[config.mk]
export PLATFORM = sky130hd
export DESIGN_NAME = cfg_cmd_seq
export DESIGN_NICKNAME = d
export VERILOG_FILES = /design/src/rtl/cfg_seq_pkg.sv /design/src/rtl/cfg_byte_ctr.sv /design/src/rtl/cfg_local_store.sv /design/src/rtl/cfg_seq_fsm.sv /design/src/rtl/cfg_cmd_seq.sv
export SDC_FILE = /design/constraint.sdc
export NUM_CORES = 1
export LEC_CHECK = 0
export BUFFER_PORTS_ARGS = -buffer_cell sky130_fd_sc_hd__buf_2
export CAP_MARGIN = 20
export CORE_AREA = 5 5 113 115
export DETAILED_ROUTE_END_ITERATION = 8
export DIE_AREA = 0 0 118 120
export PLACE_DENSITY = 0.83
export SYNTH_ARGS = -nofsm -noshare
export SYNTH_HDL_FRONTEND = slang
export SYNTH_HIERARCHICAL = 1
export SYNTH_SLANG_ARGS = --single-unit
[constraint.sdc]
create_clock -name clk -period 5.3 [get_ports clk]
set_input_delay 0.265 -clock clk [delete_from_list [all_inputs] [get_ports clk]]
set_output_delay 0.265 -clock clk [all_outputs]
set_load 0.05 [all_outputs]
[src/rtl/cfg_seq_pkg.sv]
package cfg_seq_pkg;

  typedef enum logic [3:0] {
    S_IDLE, S_LREQ, S_LWAIT, S_MARK, S_RREQ, S_RWAIT, S_RPUSH, S_ACK, S_STAT
  } seq_state_e;

  localparam int STATUS_W    = 16;
  localparam int STAT_C_BIT  = 15;
  localparam int STAT_OK_BIT = 13;

  // Effective length after the cap.
  function automatic int unsigned clamp_len(int unsigned req, int unsigned lim);
    return (req > lim) ? lim : req;
  endfunction

  // Bytes left after the locally held head.
  function automatic int unsigned tail_len(int unsigned eff, int unsigned head);
    return (eff > head) ? (eff - head) : 0;
  endfunction

  // Offset of the byte addressed by the counter in either phase.
  function automatic int unsigned byte_offset(int unsigned ctr, logic tail, int unsigned head);
    return tail ? (head + ctr) : ctr;
  endfunction

  function automatic logic [STATUS_W-1:0] done_status();
    logic [STATUS_W-1:0] w;
    w = '0;
    w[STAT_C_BIT]  = 1'b1;
    w[STAT_OK_BIT] = 1'b1;
    return w;
  endfunction

endpackage

[src/rtl/cfg_byte_ctr.sv]
module cfg_byte_ctr #(
  parameter int W = 5
) (
  input  logic         clk,
  input  logic         rst_n,
  input  logic         clr,
  input  logic         inc,
  output logic [W-1:0] q
);
  always_ff @(posedge clk or negedge rst_n) begin
    if (!rst_n)   q <= '0;
    else if (clr) q <= '0;
    else if (inc) q <= q + 1'b1;
  end
endmodule

[src/rtl/cfg_local_store.sv]
module cfg_local_store #(
  parameter int NB = 8,
  parameter int DW = 8,
  localparam int IW = (NB > 1) ? $clog2(NB) : 1
) (
  input  logic           clk,
  input  logic           rst_n,
  input  logic           we,
  input  logic [IW-1:0]  idx,
  input  logic [DW-1:0]  din,
  output logic [NB*DW-1:0] flat
);
  for (genvar g = 0; g < NB; g++) begin : g_byte
    logic [DW-1:0] r;
    always_ff @(posedge clk or negedge rst_n) begin
      if (!rst_n)                        r <= '0;
      else if (we && (idx == IW'(g)))    r <= din;
    end
    assign flat[g*DW +: DW] = r;
  end
endmodule

[src/rtl/cfg_seq_fsm.sv]
module cfg_seq_fsm
  import cfg_seq_pkg::*;
(
  input  logic clk,
  input  logic rst_n,
  input  logic cmd_valid,
  input  logic rd_valid,
  input  logic fifo_ready,
  input  logic eng_done,
  input  logic last_local,
  input  logic last_tail,
  input  logic tail_zero,
  output logic busy,
  output logic rd_req,
  output logic tail_phase,
  output logic fifo_valid,
  output logic fifo_is_mark,
  output logic st_we,
  output logic ctr_clr,
  output logic ctr_inc,
  output logic local_we,
  output logic hold_we,
  output logic cmd_take,
  output logic ack_take
);
  seq_state_e st, nxt;

  always_ff @(posedge clk or negedge rst_n) begin
    if (!rst_n) st <= S_IDLE;
    else        st <= nxt;
  end

  always_comb begin
    nxt          = st;
    rd_req       = 1'b0;
    tail_phase   = 1'b0;
    fifo_valid   = 1'b0;
    fifo_is_mark = 1'b0;
    st_we        = 1'b0;
    ctr_clr      = 1'b0;
    ctr_inc      = 1'b0;
    local_we     = 1'b0;
    hold_we      = 1'b0;
    cmd_take     = 1'b0;
    ack_take     = 1'b0;
    unique case (st)
      S_IDLE: if (cmd_valid) begin
        cmd_take = 1'b1;
        ctr_clr  = 1'b1;
        nxt      = S_LREQ;
      end
      S_LREQ: begin
        rd_req = 1'b1;
        nxt    = S_LWAIT;
      end
      S_LWAIT: if (rd_valid) begin
        local_we = 1'b1;
        if (last_local) nxt = S_MARK;
        else begin
          ctr_inc = 1'b1;
          nxt     = S_LREQ;
        end
      end
      S_MARK: begin
        fifo_valid   = 1'b1;
        fifo_is_mark = 1'b1;
        if (fifo_ready) begin
          ctr_clr = 1'b1;
          nxt     = tail_zero ? S_ACK : S_RREQ;
        end
      end
      S_RREQ: begin
        rd_req     = 1'b1;
        tail_phase = 1'b1;
        nxt        = S_RWAIT;
      end
      S_RWAIT: begin
        tail_phase = 1'b1;
        if (rd_valid) begin
          hold_we = 1'b1;
          nxt     = S_RPUSH;
        end
      end
      S_RPUSH: begin
        fifo_valid = 1'b1;
        if (fifo_ready) begin
          if (last_tail) nxt = S_ACK;
          else begin
            ctr_inc = 1'b1;
            nxt     = S_RREQ;
          end
        end
      end
      S_ACK: if (eng_done) begin
        ack_take = 1'b1;
        nxt      = S_STAT;
      end
      S_STAT: begin
        st_we = 1'b1;
        nxt   = S_IDLE;
      end
      default: nxt = S_IDLE;
    endcase
  end

  assign busy = (st != S_IDLE);
endmodule

[src/rtl/cfg_cmd_seq.sv]
module cfg_cmd_seq
  import cfg_seq_pkg::*;
#(
  parameter int ADDR_W      = 32,
  parameter int CNT_W       = 8,
  parameter int DATA_W      = 8,
  parameter int LOCAL_BYTES = 8,
  parameter int MAX_BYTES   = 22
) (
  input  logic                          clk,
  input  logic                          rst_n,
  input  logic                          cmd_valid,
  input  logic [ADDR_W-1:0]             cmd_base,
  input  logic [CNT_W-1:0]              cmd_count,
  output logic                          busy,
  output logic                          rd_req,
  output logic [ADDR_W-1:0]             rd_addr,
  input  logic                          rd_valid,
  input  logic [DATA_W-1:0]             rd_data,
  output logic [LOCAL_BYTES*DATA_W-1:0] cfg_local,
  output logic                          fifo_valid,
  input  logic                          fifo_ready,
  output logic [DATA_W:0]               fifo_data,
  input  logic                          eng_done,
  output logic                          st_we,
  output logic [STATUS_W-1:0]           st_word
);
  localparam int IDX_W = $clog2(MAX_BYTES + 1);
  localparam int LIDX  = (LOCAL_BYTES > 1) ? $clog2(LOCAL_BYTES) : 1;

  logic [ADDR_W-1:0] base_q;
  logic [CNT_W-1:0]  tail_q;
  logic [DATA_W-1:0] hold_q;
  logic [IDX_W-1:0]  ctr;

  // Named internal events, also used by the bound checker.
  logic cmd_take, ack_take;
  logic ctr_clr, ctr_inc, local_we, hold_we;
  logic tail_phase, fifo_is_mark;
  logic last_local, last_tail, tail_zero;

  always_ff @(posedge clk or negedge rst_n) begin
    if (!rst_n) begin
      base_q <= '0;
      tail_q <= '0;
    end else if (cmd_take) begin
      base_q <= cmd_base;
      tail_q <= CNT_W'(tail_len(clamp_len(32'(cmd_count), MAX_BYTES), LOCAL_BYTES));
    end
  end

  always_ff @(posedge clk or negedge rst_n) begin
    if (!rst_n)       hold_q <= '0;
    else if (hold_we) hold_q <= rd_data;
  end

  assign last_local = (32'(ctr) == LOCAL_BYTES - 1);
  assign last_tail  = ((32'(ctr) + 1) == 32'(tail_q));
  assign tail_zero  = (tail_q == '0);

  cfg_byte_ctr #(.W(IDX_W)) u_ctr (
    .clk(clk), .rst_n(rst_n), .clr(ctr_clr), .inc(ctr_inc), .q(ctr)
  );

  cfg_local_store #(.NB(LOCAL_BYTES), .DW(DATA_W)) u_store (
    .clk(clk), .rst_n(rst_n), .we(local_we), .idx(ctr[LIDX-1:0]),
    .din(rd_data), .flat(cfg_local)
  );

  cfg_seq_fsm u_fsm (
    .clk(clk), .rst_n(rst_n),
    .cmd_valid(cmd_valid), .rd_valid(rd_valid), .fifo_ready(fifo_ready),
    .eng_done(eng_done), .last_local(last_local), .last_tail(last_tail),
    .tail_zero(tail_zero), .busy(busy), .rd_req(rd_req),
    .tail_phase(tail_phase), .fifo_valid(fifo_valid),
    .fifo_is_mark(fifo_is_mark), .st_we(st_we), .ctr_clr(ctr_clr),
    .ctr_inc(ctr_inc), .local_we(local_we), .hold_we(hold_we),
    .cmd_take(cmd_take), .ack_take(ack_take)
  );

  assign rd_addr   = base_q + ADDR_W'(byte_offset(32'(ctr), tail_phase, LOCAL_BYTES));
  assign fifo_data = fifo_is_mark ? {1'b1, DATA_W'(tail_q)} : {1'b0, hold_q};
  assign st_word   = st_we ? done_status() : '0;
endmodule

==> results of run 1 <==
## worst max-delay path by stage
stage | from | slack (ns) | end
final | u_fsm/st[2] | 1.40 | rd_addr[28]
after global routing | u_fsm/st[2] | 1.15 | rd_addr[24]
after CTS | u_fsm/st[2] | 1.45 | rd_addr[28]
after detailed placement | u_fsm/st[2] | 1.91 | rd_addr[24]
after global placement | u_fsm/st[2] | 2.04 | rd_addr[30]
after floorplan | u_fsm/st[1] | 1.32 | rd_addr[8]
## critical path: stages, from the launching register on
cell and delay, ns:
dfrtp_1 0.67, nand2_1 0.15, nor2_1 0.25, mux2_2 0.38
ha_1 0.37, a21o_1 0.19, a311o_1 0.48, nand4_1 0.21
xnor2_1 0.22, buf_2 0.30
## routing by layer
metal / vias up / share of wire / wire (um)
met4: 0 / 0.016 / 249
li1: 2154 / - / -
met1: 2388 / 0.39 / 6160
met5: - / 0 / 0
met2: 190 / 0.52 / 8050
met3: 26 / 0.074 / 1150
## layout by cell type, fill, tap and decap left out, types with 3 or more instances in the layout
cell type  instances
nand4_1           14
nor3_1             7
nor4_1             3
mux2i_1            3
clkbuf_8           3
conb_1            14
a21oi_1           12
mux2_2           110
nand4b_1           5
o21ai_0            9
buf_2            163
nor2_1            19
buf_4              5
clkinv_2           3
xor2_1             6
xnor2_1           33
nor4bb_1           3
nand3_1           20
inv_1             16
a21o_1             3
and3_1             6
dfrtp_1          121
clkbuf_16         17
nor3b_1            3
o22ai_1            3
nand2_1           18
ha_1              10
nor2b_1            7
## layout make-up
type                       count  area (um^2)
fill                         892         4080
sequential                   121         3030
multi-input combinational    351         2930
timing repair buffer         169          863
clock buffer                  20          467
tap                          147          184
clock inverter                 8         98.8
inverter                      16         60.1
## sequential cells by signal, summed over array words and instances (netlist names)
signal	count
u_ctr/q	5
base_q	32
tail_q	8
hold_q	8
u_store/g_byte.r	64
u_fsm/st	4
## power groups by stage
stage	sequential, mW	combinational [mW]	clock [mW]
after global placement	1.54	2.41	0
after global routing	1.62	2.61	1.16
after CTS	1.57	2.48	1.12
after floorplan	1.76	1.76	0
after detailed placement	1.57	2.47	0
final	1.57	2.47	1.11
## per-stage QoR
stage / setup WS (ns) / util / power, mW
after floorplan: 1.32 / - / 3.52
after global placement: 2.04 / 0.602 / 3.96
after detailed placement: 1.91 / 0.602 / 4.04
after CTS: 1.45 / 0.652 / 5.17
after global routing: 1.15 / 0.652 / 5.39
final: 1.40 / 0.652 / 5.15
==> flow_metrics.tcl, run 1 <==
set metrics [dict create \
    fin_setup_tns_ns 0 \
    die_y_um 120 \
    core_area_um2 11700 \
    max_cap_violations 0 \
    clk_pin_slew_ns 0.05 \
    arrival_ns 3.64 \
    worstPathRequired_ns 5.04 \
    crit-reg2reg-launch "u_ctr/q[1]" \
    syn-mean-instance-area_um2 12.0 \
    worstHoldStart "cmd_base[20]" \
    grt_max_degree 68 \
    grt_util_met2 0.387 \
    ctsResizeCount 0 \
    clock-root-buffer "clkbuf_16" \
    rsz0062_at_grt "false" \
    busiest_layer "met2" \
    whs_endpoint "base_q[20]" \
    drt_wl_total_um 15600 \
    drc 0 \
    grt_pass1_wl_um 25500 \
    cts.sinks 121 \
    post-cts-setup-buffer-count 0 \
    path_class "reg2out" \
    drt_pass1_iterations 5 \
    routedWlPerCell_um 18.8 \
    cp_max_fo 17 \
    worstHoldPathCells 3 \
    status "complete, no violations" \
    post-route-period-util 0.737 \
    drtIter0Drc 252 \
    slew_viol_final 0 \
    placed_cells 803 \
    io_buffers 164 \
    period_minus_slack_ns 3.90 \
    internal_power_mw 2.69 \
    whs_ns 0.0738 \
    comb_power_share 0.479 \
    diodes 0 \
    clk_latency_ns 0.41 \
    grt-ovfl-total 0 \
    layout.nets 741 \
    synthToLayoutAreaGrowth_pct 22.0 \
    via_per_inst 5.72 \
    htree_levels 4 \
    reg2reg_to "u_ctr/q[4]" \
    grt_pass1_vias 5027 \
    pwr_density_cell_nw_per_um2 675 \
    gp_congestion 0.862 \
    grt_usage 0.223 \
    use_met1 0.259 \
    drive_gt1_frac 0.469 \
    grt_antenna_before_repair 0 \
    cts_tree "done" \
    pwr-share-clk 0.216 \
    end_kind "primary output" \
    ys_warn_count 6 \
    placed_area_um2 7060 \
    p_sw_mw 2.46 \
    cts_buffers 17 \
    postCtsHoldBufs 1 \
    netlist_area_um2 6250 \
    die-area_um2 14200 \
    p_seq_frac 0.305 \
    start_util 0.534 \
    setup_violations 0 \
    met3_usage 0.0811 \
    final-instance-count-excl-fill 832 \
    rows 40 \
    hpwl_um 11200 \
    via_count 4758 \
    ir_drop_uv 563 \
    tightest_slew_ns 0.966 \
    p_leak_nw 3.82 \
    ant_nets 0 \
    slew_headroom 0.356 \
    die_w_um 118 \
    hold_class "in2reg" \
    clock.fmax_ghz 0.256 \
    finalClockSkew_ns 0.00701 \
    r2r_slack_ns 2.15 \
    cts_buffer_depth 2 \
    switching_share 0.478 \
    start_kind "flop" \
    hold_violations 0 \
    io_pins 179 \
    reg2regPathDepth 10 \
    fin_area_um2 7630 \
    netlist_instances 520 \
]
No activity file was read; power rests on OpenSTA's default activity.
==> run 2, diff against run 1 <==
--- a/config.mk
+++ b/config.mk
@@ -7,10 +7,10 @@
 export LEC_CHECK = 0
 export BUFFER_PORTS_ARGS = -buffer_cell sky130_fd_sc_hd__buf_2
 export CAP_MARGIN = 20
-export CORE_AREA = 5 5 113 115
+export CORE_AREA = 5 5 122 124
 export DETAILED_ROUTE_END_ITERATION = 8
-export DIE_AREA = 0 0 118 120
-export PLACE_DENSITY = 0.83
+export DIE_AREA = 0 0 127 129
+export PLACE_DENSITY = 0.75
 export SYNTH_ARGS = -nofsm -noshare
 export SYNTH_HDL_FRONTEND = slang
 export SYNTH_HIERARCHICAL = 1
==> constraint.sdc (replaced) <==
create_clock -name clk -period 3.35 [get_ports clk]
set_input_delay 0.1675 -clock clk [delete_from_list [all_inputs] [get_ports clk]]
set_output_delay 0.1675 -clock clk [all_outputs]
set_load 0.05 [all_outputs]
==> flow_metrics.tcl, run 2 (synthesis gave the netlist of run 1 again) <==
set metrics [dict create \
    pwr-share-clk 0.216 \
    p_seq_frac 0.284 \
    start_util 0.458 \
    via_count 4888 \
    arrival_ns 3.01 \
    largest_reg_flops 64 \
    final_cell_mix "149 x buf_2, 120 x dfrtp_1, 110 x mux2_2, 33 x xnor2_1, 32 x dlygate4sd3_1" \
    ir_drop_uv 644 \
    hold_violations 0 \
    rsz0062_at_grt "false" \
    routedWlPerCell_um 17.7 \
    start_kind "flop" \
    die_y_um 129 \
    cts_tree "done" \
    tightest_slew_ns 0.935 \
    setup_violations 0 \
    via_per_inst 5.37 \
    p_sw_mw 3.96 \
    crit_path_cell_trace "inv_2 > nand2_1 > nor2_2 > buf_4 > xor2_1 > ha_1 > o211a_1 > a221o_2 > nand3_1 > xnor2_1 > buf_2" \
    clock-root-buffer "clkbuf_16" \
    drtIter0Drc 266 \
    switching_share 0.472 \
    drt_pass1_iterations 5 \
    grt_pass1_wl_um 26300 \
    htree_levels 4 \
    drt_wl_total_um 16200 \
    path_class "reg2out" \
    core_area_um2 13700 \
    ant_nets 0 \
    grt-ovfl-total 0 \
    post-cts-setup-buffer-count 0 \
    period_minus_slack_ns 3.18 \
    cts_buffer_depth 2 \
    hpwl_um 11200 \
    diodes 0 \
    grt_antenna_before_repair 0 \
    synthToLayoutAreaGrowth_pct 31.0 \
    fillers 1081 \
    comb_power_share 0.500 \
    regArea_um2 3030 \
    worstPathRequired_ns 3.18 \
    hold_class "in2reg" \
    post-route-period-util 0.949 \
    cts.sinks 121 \
    grt_pass1_vias 5219 \
    drc 0 \
    status "complete, no violations" \
    pwr_density_cell_nw_per_um2 1020 \
    layout_commonest_cell "buf_2" \
    multiInputGateArea_um2 2980 \
    die-area_um2 16400 \
    largest_register "u_store/g_byte.r" \
    clk_pin_slew_ns 0.05 \
    rows 43 \
    p_leak_nw 4.02 \
    io_pins 179 \
    clk_latency_ns 0.41 \
    layout.nets 782 \
    end_kind "primary output" \
    cp_max_fo 11 \
    slew_viol_final 0 \
    slew_headroom 0.371 \
    grt_max_degree 78 \
    largestRegisters "u_store/g_byte.r (64), base_q (32)" \
    die_w_um 127 \
    gp_congestion 0.927 \
    cp_slowest_cell "a221o_2" \
    slowest_delay_ns 0.48 \
    internal_power_mw 4.42 \
    postLayoutCoreUtil 0.600 \
    fin_setup_tns_ns 0 \
    clock.fmax_ghz 0.315 \
    grt_usage 0.201 \
    drive_gt1_frac 0.468 \
    max_cap_violations 0 \
    io_buffers 164 \
    finalClockSkew_ns 0.00652 \
    cts_buffers 17 \
]
[run 2: changes by cell type in the layout (fill, tap and decap cells not counted), sizes merged]
cell,previous run,this run
clkbuf,20,24
dlygate4sd3,1,32
clkinvlp,2,3
a311o,1,2
buf,168,175
clkinv,4,5
[run 2: through the flow]
stage	setup slack (ns)	cell area [um^2]	hold WS, ns	cells	total power, mW
final	0.172	8190	0.0348	910	8.38
after global routing	0.0221	8190	0.0218	910	8.81
after CTS	0.000399	8120	0.00821	908	8.37
after detailed placement	0.341	7180	0.394	844	6.44
after global placement	0.372	7180	0.378	844	6.34
after floorplan	0.0614	6300	-0.128	533	5.57
[run 2: final cells by class]
class,count,share of cell area
flip-flops and latches,121,0.370
inverters,16,0.00733
well taps,180,0.0275
repair buffers,209,0.160
clock inverters,10,0.0145
clock buffers,22,0.0579
multi-input cells,352,0.363
[run 2: power by group through the flow]
stage | combinational (mW) | sequential (mW) | clock, mW
after floorplan | 2.78 | 2.78 | 0
after global placement | 3.99 | 2.35 | 0
after detailed placement | 4.06 | 2.39 | 0
after CTS | 4.15 | 2.37 | 1.85
after global routing | 4.44 | 2.46 | 1.92
final | 4.19 | 2.38 | 1.81
[run 2: final timing paths]
kind                                              from                     end  slack, ns  depth (start not counted)
worst max-delay path                       u_fsm/st[3]             rd_addr[23]       0.17                         11
worst min register to register  u_store/g_byte[3].r[4]  u_store/g_byte[3].r[4]       0.50                          1
max in group asynchronous                        rst_n  u_store/g_byte[5].r[4]       2.37                          4
min in group asynchronous                        rst_n  u_store/g_byte[0].r[7]       0.14                          2
worst max register to register              u_ctr/q[0]              u_ctr/q[3]       0.39                         11
worst min-delay path                      cmd_base[18]              base_q[18]       0.03                          2
[run 2: timing repair]
item,CTS,global route
gates resized for setup,15,9
setup endpoints to repair,22,26
gates cloned,0,1
pin swaps,1,3
hold endpoints to repair,107,0
hold buffers,32,0
[run 2: worst max-delay path, delay by kind of cell, from the launching register on]
kind	cells	cell delay [ns]
xor gates and xnor gates	2	0.28
adders and majority gates	1	0.34
DFF	1	0.46
AOI/OAI and AO/OA	2	0.67
and+or+nand+nor	3	0.31
buffers and inverters	3	0.54
[run 2: layer usage]
layer | GRT usage | vias to the layer above | share of wire
li1 | - | 2236 | -
met1 | 0.236 | 2398 | 0.39
met2 | 0.332 | 220 | 0.50
met3 | 0.0830 | 34 | 0.092
met4 | 0.0713 | 0 | 0.022
met5 | 0 | - | 0
==> run 3, diff against run 2 <==
--- a/config.mk
+++ b/config.mk
@@ -10,6 +10,7 @@
 export CORE_AREA = 5 5 122 124
 export DETAILED_ROUTE_END_ITERATION = 8
 export DIE_AREA = 0 0 127 129
+export HOLD_SLACK_MARGIN = 0.02
 export PLACE_DENSITY = 0.75
 export SYNTH_ARGS = -nofsm -noshare
 export SYNTH_HDL_FRONTEND = slang
==> constraint.sdc (replaced) <==
create_clock -name clk -period 3.35 [get_ports clk]
set_input_delay 0.67 -clock clk [delete_from_list [all_inputs] [get_ports clk]]
set_output_delay 0.67 -clock clk [all_outputs]
set_load 0.05 [all_outputs]
==> flow_metrics.tcl, run 3 (synthesis gave the netlist of run 1 again) <==
set metrics [dict create \
    slew_headroom 0.429 \
    pwr_density_cell_nw_per_um2 1050 \
    largest_register "u_store/g_byte.r" \
    drive_gt1_frac 0.567 \
    path_class "reg2out" \
    post-route-period-util 1.05 \
    largest_reg_flops 64 \
    clock-root-buffer "clkbuf_16" \
    grt_pass1_vias 5206 \
    tightest_slew_ns 0.855 \
    via_count 4871 \
    grt_usage 0.213 \
    grt_antenna_before_repair 0 \
    wl_met1_um 6840 \
    clock.fmax_ghz 0.285 \
    cts_tree "done" \
    clk_latency_ns 0.42 \
    grt_max_degree 63 \
    ant_nets 0 \
    violations "setup timing" \
    cts_buffers 17 \
    status "finished with violations" \
    placed_area_um2 7570 \
    power_mw 9.10 \
    via_per_inst 5.45 \
    synthToLayoutAreaGrowth_pct 38.0 \
    fin_area_um2 8630 \
    largestRegisters "u_store/g_byte.r (64), base_q (32)" \
    diodes 0 \
    rsz0062_at_grt "true" \
    cts.sinks 121 \
    htree_levels 4 \
    routedWlPerCell_um 19.5 \
    io_buffers 164 \
    setup_violations 25 \
    fillers 1011 \
    clk_pin_slew_ns 0.06 \
    hold_class "in2async" \
    drc 0 \
    end_kind "primary output" \
    finalClockSkew_ns 0.0117 \
    layout_commonest_cell "buf_2" \
    wl_met2_um 8720 \
    drt_pass1_iterations 5 \
    die-area_um2 16400 \
    start_util 0.458 \
    worst_slack_ns -0.161 \
    start_kind "flop" \
    period_minus_slack_ns 3.51 \
    ir_drop_uv 603 \
    drt_wl_total_um 17400 \
    die_w_um 127 \
    core_area_um2 13700 \
    hold_violations 0 \
    layout.nets 766 \
    crit_start "u_fsm/st[3]" \
    io_pins 179 \
    p_leak_nw 4.21 \
    gp_congestion 0.872 \
    hpwl_um 12000 \
    worstPathRequired_ns 2.68 \
    max_cap_violations 0 \
    drtIter0Drc 412 \
    postLayoutCoreUtil 0.632 \
    routed.top_layer "met4" \
    die_y_um 129 \
    grt-ovfl-total 0 \
    slew_viol_final 0 \
    cts_buffer_depth 2 \
    pre_cts_ws_ns -0.162 \
    grt_pass1_wl_um 27200 \
    arrival_ns 2.84 \
    rows 43 \
    final_cell_mix "136 x buf_2, 121 x dfrtp_1, 109 x mux2_2, 30 x buf_6, 23 x buf_4" \
    postCtsHoldBufs 0 \
    r2r_slack_ns 0.42 \
    cp_max_fo 5 \
    dr_wl_met3_um 1650 \
    crit-reg2reg-launch "u_ctr/q[1]" \
]
==> run 3: layout make-up <==
type,instances,area [um^2],area share
Sequential cell,121,3030,0.351
Clock buffer,19,443,0.0513
Multi-Input combinational cell,353,3480,0.403
Tap cell,180,225,0.0261
Inverter,16,60.1,0.00696
Timing Repair Buffer,192,1250,0.144
Clock inverter,13,146,0.0170
==> run 3: critical path, cell delays in order (launching register included) <==
cell	delay [ns]
dfrtp_1	0.39
inv_2	0.08
nand2_4	0.05
nor2_4	0.12
mux2_4	0.33
ha_4	0.26
a21o_4	0.23
a311o_2	0.42
nand4_1	0.22
xnor2_4	0.14
buf_6	0.18
==> run 3: final timing paths <==
path                                          endpoint  cells past startpoint
worst max-delay path                       rd_addr[28]                     10
worst min-delay path            u_store/g_byte[1].r[2]                      1
worst max register to register              u_ctr/q[4]                     11
worst min register to register  u_store/g_byte[6].r[3]                      1
max in group asynchronous                   base_q[15]                      2
min in group clk                            base_q[10]                      2
==> run 3: metal layers <==
layer / vias up / track usage
li1: 2202 / -
met1: 2424 / 0.257
met2: 221 / 0.355
met3: 24 / 0.0855
met4: 0 / 0.0618
met5: - / 0
==> run 3: repair_timing <==
item,CTS,global route
gates cloned,2,0
endpoints found under the setup margin,27,27
pin swaps,21,13
buffers inserted,4,2
resized for setup,77,27
==> run 3: power by group <==
| part | internal [mW] | switching, mW | leakage (nW) |
|---|---|---|---|
| clock network | 1.12 | 0.682 | 0.283 |
| registers | 1.92 | 0.546 | 1.57 |
| logic | 1.77 | 3.05 | 2.37 |
| total | 4.82 | 4.28 | 4.21 |
==> run 3: stage by stage <==
stage                     hold slack, ns  setup TNS, ns  cells
after floorplan                    0.374        -0.0272    533
after global placement             0.484         -0.668    854
after detailed placement           0.490          -1.48    854
after CTS                          0.201          -2.62    892
after global routing               0.221          -3.83    894
final                              0.200          -2.09    894
